`src/rtl/stream_prefetch.sv`:
```
module stream_prefetch #(
  parameter int ADDR_W    = 32,
  parameter int SIZE_W    = 6,
  parameter int CNT_W     = 8,
  parameter int STRIDE_W  = 20,
  parameter int MAX_LINES = 4096
) (
  input  logic                clk,
  input  logic                rst_n,
  input  logic                cmd_valid,
  input  logic [2:0]          cmd_op,
  input  logic [1:0]          cmd_chan,
  input  logic [ADDR_W-1:0]   cmd_addr,
  input  logic [SIZE_W-1:0]   cmd_size,
  input  logic [CNT_W-1:0]    cmd_count,
  input  logic [STRIDE_W-1:0] cmd_stride,
  output logic                req_valid,
  input  logic                req_ready,
  output logic [ADDR_W-1:0]   req_addr,
  output logic [1:0]          req_chan,
  output logic                req_store,
  output logic                req_transient,
  output logic [3:0]          busy
);
  localparam int NCH   = 4;
  localparam int CH_W  = 2;
  localparam int TOT_W = $clog2(MAX_LINES + 1);
  localparam logic [ADDR_W-1:0] LINE_MASK = ~ADDR_W'(31);
  localparam logic [ADDR_W-1:0] LINE_STEP = ADDR_W'(32);
  localparam logic [2:0] OP_STOP    = 3'b100;
  localparam logic [2:0] OP_STOPALL = 3'b101;

  logic [NCH-1:0]                act, st, tr;
  logic [NCH-1:0][ADDR_W-1:0]    base, cur, nbase;
  logic [NCH-1:0][SIZE_W-1:0]    lidx, lsz;
  logic [NCH-1:0][CNT_W-1:0]     bidx, bcnt;
  logic [NCH-1:0][STRIDE_W-1:0]  strd;
  logic [NCH-1:0][TOT_W-1:0]     tot;
  logic [NCH-1:0]                last_line, last_blk, capped;
  logic [CH_W-1:0]               ptr, gnt;
  logic                          found, take;

  always_comb begin
    for (int c = 0; c < NCH; c++) begin
      nbase[c]     = base[c] + {{(ADDR_W-STRIDE_W){strd[c][STRIDE_W-1]}}, strd[c]};
      last_line[c] = (lidx[c] == lsz[c] - SIZE_W'(1));
      last_blk[c]  = (bidx[c] == bcnt[c] - CNT_W'(1));
      capped[c]    = (tot[c] == TOT_W'(MAX_LINES - 1));
    end
  end

  always_comb begin
    gnt   = '0;
    found = 1'b0;
    for (int i = 0; i < NCH; i++) begin
      if (!found && act[CH_W'(ptr + CH_W'(i))]) begin
        gnt   = CH_W'(ptr + CH_W'(i));
        found = 1'b1;
      end
    end
  end

  assign req_valid     = |act;
  assign take          = req_valid && req_ready;
  assign req_addr      = cur[gnt];
  assign req_chan      = gnt;
  assign req_store     = st[gnt];
  assign req_transient = tr[gnt];
  assign busy          = act;

  always_ff @(posedge clk) begin
    if (!rst_n) ptr <= '0;
    else if (take) ptr <= gnt + CH_W'(1);
  end

  always_ff @(posedge clk) begin
    if (!rst_n) begin
      act <= '0; st <= '0; tr <= '0;
      base <= '0; cur <= '0; lidx <= '0; lsz <= '0;
      bidx <= '0; bcnt <= '0; strd <= '0; tot <= '0;
    end else begin
      for (int c = 0; c < NCH; c++) begin
        if (cmd_valid && cmd_op == OP_STOPALL) begin
          act[c] <= 1'b0;
        end else if (cmd_valid && cmd_chan == CH_W'(c) && cmd_op == OP_STOP) begin
          act[c] <= 1'b0;
        end else if (cmd_valid && cmd_chan == CH_W'(c) && !cmd_op[2]) begin
          act[c]  <= (cmd_size != '0) && (cmd_count != '0);
          st[c]   <= cmd_op[1];
          tr[c]   <= cmd_op[0];
          base[c] <= cmd_addr;
          cur[c]  <= cmd_addr & LINE_MASK;
          lsz[c]  <= cmd_size;
          bcnt[c] <= cmd_count;
          strd[c] <= cmd_stride;
          lidx[c] <= '0;
          bidx[c] <= '0;
          tot[c]  <= '0;
        end else if (take && gnt == CH_W'(c)) begin
          tot[c] <= tot[c] + TOT_W'(1);
          if (capped[c]) begin
            act[c] <= 1'b0;
          end else if (!last_line[c]) begin
            cur[c]  <= cur[c] + LINE_STEP;
            lidx[c] <= lidx[c] + SIZE_W'(1);
          end else if (!last_blk[c]) begin
            base[c] <= nbase[c];
            cur[c]  <= nbase[c] & LINE_MASK;
            lidx[c] <= '0;
            bidx[c] <= bidx[c] + CNT_W'(1);
          end else begin
            act[c] <= 1'b0;
          end
        end
      end
    end
  end

  assert_hold_R9: assert property (@(posedge clk) disable iff (!rst_n)
    req_valid && !req_ready && !cmd_valid |=> req_valid && $stable(req_addr) && $stable(req_chan));

  assert_grant_busy_R8: assert property (@(posedge clk) disable iff (!rst_n)
    req_valid |-> busy[req_chan]);

  assert_stop_one_R6: assert property (@(posedge clk) disable iff (!rst_n)
    cmd_valid && cmd_op == OP_STOP |=> !busy[$past(cmd_chan)]);

  assert_stop_all_R7: assert property (@(posedge clk) disable iff (!rst_n)
    cmd_valid && cmd_op == OP_STOPALL |=> busy == '0);

  assert_start_R5: assert property (@(posedge clk) disable iff (!rst_n)
    cmd_valid && !cmd_op[2] && cmd_size != '0 && cmd_count != '0 |=> busy[$past(cmd_chan)]);

  for (genvar g = 0; g < NCH; g++) begin : g_cap
    assert_cap_R11: assert property (@(posedge clk) disable iff (!rst_n)
      busy[g] |-> tot[g] < TOT_W'(MAX_LINES));
  end
endmodule

```
`config.mk`:
```
export PLATFORM = sky130hd
export DESIGN_NAME = stream_prefetch
export DESIGN_NICKNAME = d
export VERILOG_FILES = /design/src/rtl/stream_prefetch.sv
export SDC_FILE = /design/constraint.sdc
export NUM_CORES = 2
export LEC_CHECK = 0
export ABC_AREA = 0
export BUFFER_PORTS_ARGS = -buffer_cell sky130_fd_sc_hd__buf_2
export CELL_PAD_IN_SITES_DETAIL_PLACEMENT = 0
export CELL_PAD_IN_SITES_GLOBAL_PLACEMENT = 1
export CORE_ASPECT_RATIO = 0.8
export CORE_MARGIN = 3
export CORE_UTILIZATION = 45
export DETAILED_ROUTE_END_ITERATION = 8
export PLACE_DENSITY = 0.81
export SETUP_SLACK_MARGIN = 0.3
export SLEW_MARGIN = 5
export SYNTH_ARGS = -nofsm -noshare
export SYNTH_HDL_FRONTEND = slang
export SYNTH_SLANG_ARGS = --single-unit
```
`constraint.sdc`:
```
create_clock -name clk -period 4.55 [get_ports clk]
set_input_delay 0.91 -clock clk [delete_from_list [all_inputs] [get_ports clk]]
set_output_delay 0.91 -clock clk [all_outputs]
set_load 0.05 [all_outputs]
```
==> flow_summary.toml <==
[outcome]
status = "completed"

[die]
core-area_um2 = 69600
start_util_pct = 45.9
die-area_um2 = 74300
ios = 116
rows = 86
die_y_um = 244
die_w_um = 304

[timing]
slew_viol_final = 0
fmax_mhz = 240
fin_skew_ns = 0.0252
rsz0062_at_grt = "yes"
max_slew_margin_pct = 23.5
finalSetupTns_ns = 0
setup_viol = 0
worstMarginPinSlew_ns = 1.14
min_period_over_period_pct = 91.5
hold_viol = 0
finalCriticalPeriod_ns = 4.16

[setup_path]
cp_max_fo = 54
slowest_stage = "dfxtp_1"
crit_path_max_incr_delay_ns = 0.49
cp-start-kind = "flop"
endpoint_kind = "output port"
critPathKind = "reg2out"
required_ns = 3.64
crit_buf_inv = 3
cp_cell_sequence = "nor2_1 -> a21oi_1 -> o21ai_0 -> o22a_2 -> inv_2 -> buf_12 -> nand2_1 -> and3_1 -> a31oi_1 -> clkbuf_4"
critPathTopFamily = "compound AO/OA/AOI/OAI gates"
cp.arrival_ns = 3.25

[grt]
gr-usage-all-layers_pct = 31.4
grt_overflow = 0
grt_max_degree = 147
grt_pass1_vias = 28300
grt_pass1_wl_um = 182000
antenna_found_initial = 9

[routing]
drt_wl_total_um = 122000
via_per_inst = 6.13
num_vias = 32000
wl_per_cell_um = 23.4
ant_nets = 0
drtIter0Drc = 4079
remaining_drc_errors = 0
firstDrtPassIters = 7

[power_and_ir_drop]
combPwrFrac_pct = 11.3
clockPowerShare_pct = 45.3
internal-power_mw = 7.54
powerDensity_nw_per_um2 = 299
switching_share_pct = 28.2
pwr-share-seq_pct = 43.4
p_switching_mw = 2.97
ir_drop_v = 0.000332
p_leak_nw = 13.7

[final_layout]
final_cells = 5216
final_core_util_pct = 50.5
finalNetCount = 4479
regArea_um2 = 9890
fill_cells = 6962
area_growth_pct = 9.89
drive_above_1_share_pct = 7.58
multiInputGateArea_um2 = 20800
final_common_cell = "nand2_1"
layout_common_cells = "nand2_1, dfxtp_1, a21oi_1, nor2_1, o21ai_0"

[clock_tree]
root_buffer = "clkbuf_16"
cts_tree = "yes"
clock-sinks = 494
path_clk_slew_ns = 0.06
cts_inserted_buffers = 56
clk-insertion-delay-late_ns = 0.64
htree_levels = 2
clk_path_buf_depth = 3
hold_buffers = 0

[yosys]
yosysWarnings = 0
synth_cell_types = 93
avgSynthCellArea_um2 = 7.49
netlist_instances = 4272
synth_edf_count = 0
synth-main-ff-cell = "dfxtp_1"
seq_area_frac_synth_pct = 30.9
netlist_area_um2 = 32000
async_reset_ff_share_pct = 0
synth_seq_cells = 494

[min_path]
hold_class = "reg2reg"

[place]
dp_hpwl_um = 88300
io_buffers = 110
routabilityCongestion = 0.972
placedCellCount = 5114

[run]
maxCapViolCount = 0
sequential cells by signal (all words and copies together), names as in the netlist, 24 cells and up:
| register | cells |
|---|---|
| base | 128 |
| cur | 108 |
| strd | 80 |
| tot | 52 |
| bcnt | 32 |
| bidx | 32 |
| lidx | 24 |
| lsz | 24 |
cells in the mapped netlist, types with 71 or more instances:
cell type  count  area, um2
a21o_1        76        571
a31oi_1      104        651
o21ai_0      270       1350
ha_1         152       1900
xnor2_1      156       1370
clkbuf_1     207        777
a21oi_1      454       2270
nand2_1      739       2770
xor2_1       168       1470
dfxtp_1      494       9890
and3_1        89        557
nand3_1      126        631
nand4_1       71        444
nor2_1       358       1340
cells by family after synthesis:
group,Yosys count,share of synthesized area (%)
AOI/OAI and AO/OA,1262,24.5
xor gates and xnor gates,324,8.87
adders and majority gates,156,6.20
buffers and inverters,330,4.26
DFF,494,30.9
muxes,71,2.26
other,1,0.0117
and+or+nand+nor,1634,23.0
metrics by stage:
| stage | total power [mW] | area, um2 | hold slack, ns | setup slack, ns |
|---|---|---|---|---|
| floorplan | 5.33 | 32000 | 0.437 | 0.531 |
| global placement | 5.79 | 33200 | 0.446 | 0.885 |
| detailed placement | 5.79 | 33200 | 0.453 | 0.845 |
| CTS | 10.5 | 35100 | 0.461 | 0.330 |
| global route | 10.8 | 35100 | 0.480 | 0.282 |
| finish | 10.5 | 35100 | 0.459 | 0.388 |
area by class of cell:
type	count	area share, %
tap	924	3.29
clock buffer	78	4.57
clock inverter	21	0.744
inverter	71	0.780
sequential	494	28.1
timing repair buffer	173	3.15
antenna	3	0.0214
multi-input combinational	3452	59.3
worst min-delay path, stage by stage, from the launching register on:
cell and delay [ns]:
dfxtp_1 0.31, nand2_1 0.05, a21oi_1 0.05
what timing repair did:
action                     in CTS  in global routing
setup buffers                   0                  0
setup endpoints to repair      12                 15
gates resized for setup         1                  6
power by group through the flow:
stage / Sequential, mW / Clock [mW] / Combinational [mW]
2_1_floorplan: 4.59 / 0 / 0.737
3_3_place_gp: 4.65 / 0 / 1.15
3_5_place_dp: 4.64 / 0 / 1.15
4_1_cts: 4.55 / 4.80 / 1.15
5_1_grt: 4.56 / 4.97 / 1.26
6_report: 4.56 / 4.76 / 1.19
final timing paths:
check / startpoint / end / depth (start not counted) / slack, ns
hold / removal: strd[51]$_SDFFE_PN0P_ / strd[51]$_SDFFE_PN0P_ / 2 / 0.46
hold reg to reg: strd[51]$_SDFFE_PN0P_ / strd[51]$_SDFFE_PN0P_ / 2 / 0.46
setup reg to reg: base[0]$_SDFFE_PN0P_ / cur[26]$_SDFFE_PN0P_ / 11 / 0.75
setup / recovery: busy[0]$_SDFFE_PP0P_ / req_addr[5] / 10 / 0.39
routing by layer:
metal  track usage [%]  wire length [um]
met5                 0                13
met1              45.5             55300
met2              44.3             48600
met4              11.8              4890
met3              8.09             13300
No activity file was read; power rests on OpenSTA's default activity.
